## src/rtl/dacfe_pkg.sv

```systemverilog
package dacfe_pkg;

    // Source that drives a channel code register in a given cycle
    typedef enum logic [1:0] {
        CH_HOLD  = 2'd0,
        CH_LOAD  = 2'd1,
        CH_FORCE = 2'd2
    } ch_mode_e;

    // Position of each pin in the synchronizer bundle
    localparam int PIN_SCLK  = 0;
    localparam int PIN_DIN   = 1;
    localparam int PIN_SEL   = 2;
    localparam int PIN_LDA   = 3;
    localparam int PIN_LDB   = 4;
    localparam int PIN_FORCE = 5;
    localparam int PIN_MID   = 6;
    localparam int PIN_SLEEP = 7;
    localparam int PIN_COUNT = 8;

    // Idle level of each pin, used as the synchronizer reset value
    localparam logic [PIN_COUNT-1:0] PIN_IDLE = 8'b1011_1100;

endpackage

```

## src/rtl/dacfe_sync.sv

```systemverilog
module dacfe_sync #(
    parameter int            WIDTH   = 8,
    parameter int            STAGES  = 2,
    parameter logic [WIDTH-1:0] RST_VAL = '0
) (
    input  logic             clk,
    input  logic             rst_n,
    input  logic [WIDTH-1:0] async_i,
    output logic [WIDTH-1:0] sync_o
);

    logic [WIDTH-1:0] stage_q [STAGES];
    logic [WIDTH-1:0] stage_d [STAGES];

    always_comb begin
        stage_d[0] = async_i;
        for (int s = 1; s < STAGES; s++) begin
            stage_d[s] = stage_q[s-1];
        end
    end

    always_ff @(posedge clk or negedge rst_n) begin
        if (!rst_n) begin
            for (int s = 0; s < STAGES; s++) begin
                stage_q[s] <= RST_VAL;
            end
        end else begin
            for (int s = 0; s < STAGES; s++) begin
                stage_q[s] <= stage_d[s];
            end
        end
    end

    assign sync_o = stage_q[STAGES-1];

endmodule

```

## src/rtl/dacfe_shifter.sv

```systemverilog
module dacfe_shifter #(
    parameter int CODE_W = 12
) (
    input  logic              clk,
    input  logic              rst_n,
    input  logic              sclk_s,
    input  logic              din_s,
    input  logic              sel_n_s,
    input  logic              any_load_s,
    input  logic              err_clr,
    output logic [CODE_W-1:0] sr_o,
    output logic              err_o
);

    typedef struct packed {
        logic [CODE_W-1:0] sr;
        logic              sclk_prev;
        logic              err;
    } shf_state_t;

    shf_state_t st_q, st_d;
    logic       sclk_rise;
    logic       shift_en;

    always_comb begin
        sclk_rise = sclk_s & ~st_q.sclk_prev;
        shift_en  = sclk_rise & ~sel_n_s;

        st_d           = st_q;
        st_d.sclk_prev = sclk_s;
        if (shift_en) begin
            // bits older than CODE_W fall off the top
            st_d.sr = {st_q.sr[CODE_W-2:0], din_s};
        end
        if (err_clr) begin
            st_d.err = 1'b0;
        end
        if (shift_en && any_load_s) begin
            st_d.err = 1'b1;
        end
    end

    always_ff @(posedge clk or negedge rst_n) begin
        if (!rst_n) begin
            st_q <= '0;
        end else begin
            st_q <= st_d;
        end
    end

    assign sr_o  = st_q.sr;
    assign err_o = st_q.err;

    AST_SHIFT_GATED: assert property (@(posedge clk) disable iff (!rst_n)
        !(sclk_s && !st_q.sclk_prev && !sel_n_s) |=> $stable(st_q.sr));
    AST_SHIFT_MSB_FIRST: assert property (@(posedge clk) disable iff (!rst_n)
        (sclk_s && !st_q.sclk_prev && !sel_n_s) |=> (st_q.sr[0] == $past(din_s)));
    AST_ERR_SET: assert property (@(posedge clk) disable iff (!rst_n)
        (sclk_s && !st_q.sclk_prev && !sel_n_s && any_load_s) |=> st_q.err);
    AST_ERR_STICKY: assert property (@(posedge clk) disable iff (!rst_n)
        (st_q.err && !err_clr) |=> st_q.err);

endmodule

```

## src/rtl/dacfe_chan.sv

```systemverilog
module dacfe_chan
    import dacfe_pkg::*;
#(
    parameter int CODE_W = 12
) (
    input  logic              clk,
    input  logic              rst_n,
    input  logic              load_n_s,
    input  logic              force_n_s,
    input  logic              mid_s,
    input  logic [CODE_W-1:0] sr_i,
    output logic [CODE_W-1:0] code_o,
    output logic              upd_o
);

    localparam logic [CODE_W-1:0] MIDSCALE = {1'b1, {(CODE_W-1){1'b0}}};

    typedef struct packed {
        logic [CODE_W-1:0] code;
        logic              upd;
    } ch_state_t;

    ch_state_t         st_q, st_d;
    ch_mode_e          mode;
    logic [CODE_W-1:0] preset;

    always_comb begin
        preset = mid_s ? MIDSCALE : '0;
        if (!force_n_s) begin
            mode = CH_FORCE;
        end else if (!load_n_s) begin
            mode = CH_LOAD;
        end else begin
            mode = CH_HOLD;
        end

        st_d = st_q;
        unique case (mode)
            CH_FORCE: st_d.code = preset;
            CH_LOAD:  st_d.code = sr_i;
            default:  st_d.code = st_q.code;
        endcase
        st_d.upd = (st_d.code != st_q.code);
    end

    always_ff @(posedge clk or negedge rst_n) begin
        if (!rst_n) begin
            st_q <= '0;
        end else begin
            st_q <= st_d;
        end
    end

    assign code_o = st_q.code;
    assign upd_o  = st_q.upd;

    AST_FOLLOW_SR: assert property (@(posedge clk) disable iff (!rst_n)
        (!load_n_s && force_n_s) |=> (st_q.code == $past(sr_i)));
    AST_HOLD_LATCHED: assert property (@(posedge clk) disable iff (!rst_n)
        (load_n_s && force_n_s) |=> $stable(st_q.code));
    AST_FORCE_MID: assert property (@(posedge clk) disable iff (!rst_n)
        (!force_n_s && mid_s) |=> (st_q.code == MIDSCALE));
    AST_FORCE_ZERO: assert property (@(posedge clk) disable iff (!rst_n)
        (!force_n_s && !mid_s) |=> (st_q.code == '0));
    AST_UPD_ON_CHANGE: assert property (@(posedge clk) disable iff (!rst_n)
        (st_q.code != $past(st_q.code)) |-> st_q.upd);
    AST_UPD_ONLY_CHANGE: assert property (@(posedge clk) disable iff (!rst_n)
        st_q.upd |-> (st_q.code != $past(st_q.code)));

endmodule

```

## src/rtl/dual_dac_frontend.sv

```systemverilog
module dual_dac_frontend
    import dacfe_pkg::*;
#(
    parameter int CODE_W      = 12,
    parameter int SYNC_STAGES = 2
) (
    input  logic              clk,
    input  logic              rst_n,
    input  logic              ser_clk,
    input  logic              ser_din,
    input  logic              sel_n,
    input  logic              load_a_n,
    input  logic              load_b_n,
    input  logic              force_n,
    input  logic              mid_sel,
    input  logic              sleep_n,
    input  logic              err_clr,
    output logic [CODE_W-1:0] code_a,
    output logic [CODE_W-1:0] code_b,
    output logic              upd_a,
    output logic              upd_b,
    output logic              sleep_active,
    output logic              proto_err
);

    localparam int N_CH = 2;

    logic [PIN_COUNT-1:0] pins_raw;
    logic [PIN_COUNT-1:0] pins_s;
    logic [CODE_W-1:0]    sr;
    logic [N_CH-1:0]      load_n_s;
    logic [CODE_W-1:0]    code_arr [N_CH];
    logic [N_CH-1:0]      upd_arr;

    always_comb begin
        pins_raw            = '0;
        pins_raw[PIN_SCLK]  = ser_clk;
        pins_raw[PIN_DIN]   = ser_din;
        pins_raw[PIN_SEL]   = sel_n;
        pins_raw[PIN_LDA]   = load_a_n;
        pins_raw[PIN_LDB]   = load_b_n;
        pins_raw[PIN_FORCE] = force_n;
        pins_raw[PIN_MID]   = mid_sel;
        pins_raw[PIN_SLEEP] = sleep_n;
    end

    dacfe_sync #(
        .WIDTH   (PIN_COUNT),
        .STAGES  (SYNC_STAGES),
        .RST_VAL (PIN_IDLE)
    ) u_sync (
        .clk     (clk),
        .rst_n   (rst_n),
        .async_i (pins_raw),
        .sync_o  (pins_s)
    );

    assign load_n_s = {pins_s[PIN_LDB], pins_s[PIN_LDA]};

    dacfe_shifter #(
        .CODE_W (CODE_W)
    ) u_shifter (
        .clk        (clk),
        .rst_n      (rst_n),
        .sclk_s     (pins_s[PIN_SCLK]),
        .din_s      (pins_s[PIN_DIN]),
        .sel_n_s    (pins_s[PIN_SEL]),
        .any_load_s (~&load_n_s),
        .err_clr    (err_clr),
        .sr_o       (sr),
        .err_o      (proto_err)
    );

    for (genvar c = 0; c < N_CH; c++) begin : g_chan
        dacfe_chan #(
            .CODE_W (CODE_W)
        ) u_chan (
            .clk       (clk),
            .rst_n     (rst_n),
            .load_n_s  (load_n_s[c]),
            .force_n_s (pins_s[PIN_FORCE]),
            .mid_s     (pins_s[PIN_MID]),
            .sr_i      (sr),
            .code_o    (code_arr[c]),
            .upd_o     (upd_arr[c])
        );
    end

    assign code_a       = code_arr[0];
    assign code_b       = code_arr[1];
    assign upd_a        = upd_arr[0];
    assign upd_b        = upd_arr[1];
    assign sleep_active = ~pins_s[PIN_SLEEP];

    AST_BOTH_LOADS_MATCH: assert property (@(posedge clk) disable iff (!rst_n)
        (load_n_s == 2'b00 && pins_s[PIN_FORCE]) |=> (code_a == code_b));
    AST_FORCE_KEEPS_SR: assert property (@(posedge clk) disable iff (!rst_n)
        (!pins_s[PIN_FORCE] && pins_s[PIN_SEL]) |=> $stable(sr));

endmodule

```

## config.mk

```make
export PLATFORM = sky130hd
export DESIGN_NAME = dual_dac_frontend
export DESIGN_NICKNAME = d
export VERILOG_FILES = /design/src/rtl/dacfe_pkg.sv /design/src/rtl/dacfe_sync.sv /design/src/rtl/dacfe_shifter.sv /design/src/rtl/dacfe_chan.sv /design/src/rtl/dual_dac_frontend.sv
export SDC_FILE = /design/constraint.sdc
export NUM_CORES = 1
export LEC_CHECK = 0
export BUFFER_PORTS_ARGS = -buffer_cell sky130_fd_sc_hd__buf_4
export CORE_ASPECT_RATIO = 1.2
export CORE_MARGIN = 1.5
export CORE_UTILIZATION = 36
export CTS_CLUSTER_SIZE = 12
export DETAILED_ROUTE_END_ITERATION = 8
export SLEW_MARGIN = 5
export SYNTH_ARGS = -nofsm -noshare
export SYNTH_HDL_FRONTEND = slang
export SYNTH_SLANG_ARGS = --single-unit
```

## constraint.sdc

```tcl
create_clock -name clk -period 3.41 [get_ports clk]
set_input_delay 0.5115 -clock clk [delete_from_list [all_inputs] [get_ports clk]]
set_output_delay 0.5115 -clock clk [all_outputs]
set_load 0.02 [all_outputs]
```

Word level (Yosys, flattened, before mapping)
Cells that the tools add are included.
- register bits after elaboration: 56
- input port bits: 11
- output and inout bits: 28
- word-level logic and storage cells: 33
- equality and inequality tests: 6
- muxes and demuxes: 9
- bitwise logic cells: 5
- reductions and logical operators: 4
- operators with widths (kind ; number):
    12-bit case mux with 2 select lines ; 2
    12-bit != test ; 2
    12-bit two-way mux ; 1
    2-bit by 1-bit equality test with 1-bit output, second input constant ; 2
    2-bit equality test, second input constant ; 2
    1-bit two-way mux ; 4
    2-bit two-way mux ; 2
    1-bit NOT ; 3
    1-bit AND ; 2
    2-bit AND reduction ; 1
    2-bit nonzero test ; 1
    1-bit logical AND ; 1
    1-bit logical NOT ; 1

Depth between registers and ports, before layout
- depth after elaboration: 5
- gate-level depth with buffers: 5
- depth with buffers taken out: 5

Modules after synthesis
A second synthesis with hierarchy kept.
- cells, all modules: 210
- area total of the unflattened synthesis: 2655.0 um2
- by module, submodules not included (module ; instances ; cells an instance ; area each (um2) ; seq. area each (um2)):
    dacfe_chan ; 2 ; 75 ; 808.3 ; 325.3
    dacfe_shifter ; 1 ; 42 ; 618.1 ; 350.3
    dacfe_sync ; 1 ; 16 ; 412.9 ; 412.9
    dual_dac_frontend ; 1 ; 2 ; 7.5 ; 0.0

Least setup slack after synthesis
No wires, ideal clock.
- kind: register to register
- from: reg g_chan[0].u_chan.st_q, in the netlist g_chan[0].u_chan.code_o[10]
- to: reg g_chan[0].u_chan.st_q, in the netlist g_chan[0].u_chan.upd_o
- setup time: 0.138 ns
- data arrival time: 1.441 ns
- required time: 3.272 ns
- path slack: 1.831 ns
- cell stages (with the launch flop): 5
- buffers on the path: 0
- period minus slack after synthesis: 1.579 ns
- path through: dfrtp_1 > o22ai_1 > o41ai_1 > a41oi_1 > or4_1
- RTL lines (what ; line ; text):
    start, declared ; dacfe_chan.sv:23 ; ch_state_t st_q, st_d;
    start signal, assigned ; dacfe_chan.sv:50 ; st_q <= st_d;

Worst setup path in the final report
- from: reg u_shifter.st_q[1] in the netlist's numbering
- to: reg u_shifter.st_q, in the netlist u_shifter.sr_o[11]
- cells in the longest elaborated chain, start to end: 3
- RTL lines (what ; line ; text):
    start, declared ; dacfe_shifter.sv:21 ; shf_state_t st_q, st_d;
    start signal, assigned ; dacfe_shifter.sv:47 ; st_q <= st_d;
    1-bit NOT ; dacfe_shifter.sv:26 ; sclk_rise = sclk_s & ~st_q.sclk_prev;
    1-bit AND ; dacfe_shifter.sv:26 ;
    1-bit AND ; dacfe_shifter.sv:27 ; shift_en = sclk_rise & ~sel_n_s;
No other way between the ends.
A chain may end at the register's enable or synchronous reset.

==> results_dict.tcl <==
set metrics [dict create \
    status "complete, no violations" \
    clockBufferDepth 2 \
    maxCapViolCount 0 \
    timing.final.crit_period_ns 1.817 \
    core_region_area_mm2 0.006128 \
    grt_usage_pct 16.41 \
    grt_antenna_before_repair 0 \
    routed-via-count 1665 \
    yosys.area.top_type "dfrtp_1" \
    min_path_type "input pin to async pin" \
    grt_pass1_vias 1723 \
    die_x_um 76.46 \
    p_per_area_mw_per_mm2 538.2 \
    firstDrtPassIters 4 \
    relSlewSlack_pct 25.32 \
    min_period_over_period_pct 53.29 \
    layout_common_cells "dfrtp_1 (46), buf_4 (38), mux2i_1 (24), nor2b_1 (16), nand2_1 (13)" \
    die_h_um 91.15 \
    grt_first_pass_wirelength_mm 8.921 \
    drv_slew 0 \
    synthCells 202 \
    yosys-top-cells-area "dfrtp_1 (49%), dfstp_2 (11%), mux2i_1 (10%)" \
    critical_path_arrival_ns 2.03 \
    worstSetupStartpointType "register" \
    hold_buffers 0 \
    routedWlPerCell_um 16.10 \
    yosysWarningCount 0 \
    htreeDepth 2 \
    clock_skew_ns 0.007014 \
    io_buffers 38 \
    initial_utilization_pct 38.04 \
    path_class "register to register" \
    place.gp.congestion 0.8810 \
    finalHoldViolCount 0 \
    crit_path_end_kind "register" \
    cts_setup_buffers 0 \
    ys_types 31 \
    ant_nets 0 \
    path_cells "nor3b_2 > mux2_2" \
    reg2regPathDepth 2 \
    max_clock_freq_mhz 550.3 \
    totalWireLength_mm 5.183 \
    io_pins 39 \
    cts_root_buffer "clkbuf_8" \
    crit_required_ns 3.62 \
    crit_path_top_delay_cell "nor3b_2" \
    dp_hpwl_mm 3.537 \
    clock_latency_ns 0.32 \
    grt_max_degree 57 \
    area_growth_pct 19.48 \
    setup_violations 0 \
    cts_buffers 5 \
    nFillCells 618 \
    syn_area_mm2 0.002331 \
    rows 31 \
    synth_top_area_share_pct 49.38 \
    via_per_inst 5.171 \
    die_area_mm2 0.006968 \
    cts.sinks 56 \
    rsz0062_at_grt "false" \
    path_max_fanout 24 \
    synth_seq_cells 56 \
    cts_resized 0 \
    n_antenna_cell 0 \
    synth_nets 213 \
    critPathMaxStageDelay_ns 0.90 \
    setup_tns_ns 0 \
    worst_pin_slew_ns 1.115 \
    cts.clk_slew.worst_paths_ns 0.11 \
    mostFrequentLayoutCell "dfrtp_1" \
    ir_drop_v 0.0003624 \
    ys_seq_area_share_pct 60.65 \
    synth.avg_cell_area_um2 11.54 \
    grt-ovfl-total 0 \
    drive_gt1_share_pct 25.83 \
    drt-initial-drc-count 131 \
    hold_slack_ns 0.2260 \
    cts_tree "built" \
    drt_drc_violations_left 0 \
    leakagePower_nw 1.288 \
    finalNetCount 250 \
]
area by class of cell:
cell class,instances,area [um^2],area share [%]
clock inverter,3,26.28,0.9434
inverter,15,56.30,2.022
tap,82,102.6,3.684
clock buffer,5,68.82,2.471
sequential,56,1414,50.76
timing repair buffer,38,285.3,10.24
multi-input combinational,123,832.0,29.87
metal layers:
metal	global-route usage, %	routed length (um)	part of all wire (%)
met1	20.40	2222	43
met2	27.31	2616	50
met3	3.518	229	4.4
met4	7.407	115	2.2
met5	0	0	0
sequential cells by signal, summed over array words and instances, names as in the netlist:
name and flops:
u_shifter.sr_o 12, u_sync.sync_o 8, g_chan.u_chan.upd_o 2, u_shifter.st_q 1, g_chan.u_chan.code_o 24, u_sync.stage_d 8
u_shifter.err_o 1
synthesized netlist by cell type:
master    instances
nor3b_1           2
mux2_2            1
a22o_1            2
dfstp_2          10
inv_1            11
a31oi_1           3
and3_1            1
a41oi_1           1
clkbuf_1          5
buf_2             3
o21ai_0          12
a222oi_1          1
a311oi_1          1
nor2_1           12
nand2_1          13
nor2b_1          16
nor4_1            6
or3_1             1
a22oi_1           5
xnor2_1           1
o32ai_1           1
xor2_1            3
o22ai_1          10
o41ai_1           1
nor3_1            1
mux2i_1          24
inv_2             4
dfrtp_1          46
a21oi_1           2
a221oi_1          2
or4_1             1
critical path, delay by kind of cell (launching register included):
family,cells,cell delay [ns]
AND/OR/NAND/NOR,1,0.90
flip-flops,1,0.39
multiplexers,1,0.42
through the flow:
| stage | total power (W) | instance area (um^2) | util, % | setup WS [ns] | cells |
|---|---|---|---|---|---|
| floorplan | 0.0009928 | 2331 | - | 1.831 | 202 |
| global placement | 0.001121 | 2690 | 43.90 | 1.652 | 314 |
| detailed placement | 0.001123 | 2690 | 43.90 | 1.589 | 314 |
| CTS | 0.001509 | 2785 | 45.45 | 1.573 | 322 |
| global route | 0.001575 | 2785 | 45.45 | 1.386 | 322 |
| finish | 0.001499 | 2785 | 45.45 | 1.593 | 322 |
path summary, 6_finish.rpt:
| kind | from | end | slack [ns] |
|---|---|---|---|
| max | u_shifter.st_q[1]$_DFF_PN0_ | u_shifter.sr_o[11]$_DFFE_PN0P_ | 1.59 |
| min | rst_n | g_chan[0].u_chan.code_o[1]$_DFF_PN0_ | 0.23 |
| max reg2reg | u_shifter.st_q[1]$_DFF_PN0_ | u_shifter.sr_o[11]$_DFFE_PN0P_ | 1.59 |
| min reg2reg | u_sync.stage_d[1]$_DFF_PN0_ | u_sync.sync_o[1]$_DFF_PN0_ | 0.36 |
| max in group asynchronous | rst_n | u_shifter.err_o$_DFFE_PN0P_ | 2.75 |
| min in group clk | load_b_n | u_sync.stage_d[4]$_DFF_PN1_ | 0.29 |
power breakdown:
part | internal [W] | switching [W] | leakage [nW]
clock | 0.000152 | 0.000236 | 0.0491
sequential | 0.000731 | 0.0000859 | 0.712
combinational | 0.000135 | 0.000160 | 0.527
kinds of logic (layout without fill, tap and decap cells):
family	count (synthesis)	count (layout)	share of synthesized area [%]
flops	56	56	60.65
simple gates	53	53	11.65
compound gates	41	41	11.54
mux	25	25	10.79
buf+inv	23	61	3.864
xor+xnor	4	4	1.503
Note: power is estimated with default switching activity, not from simulation.
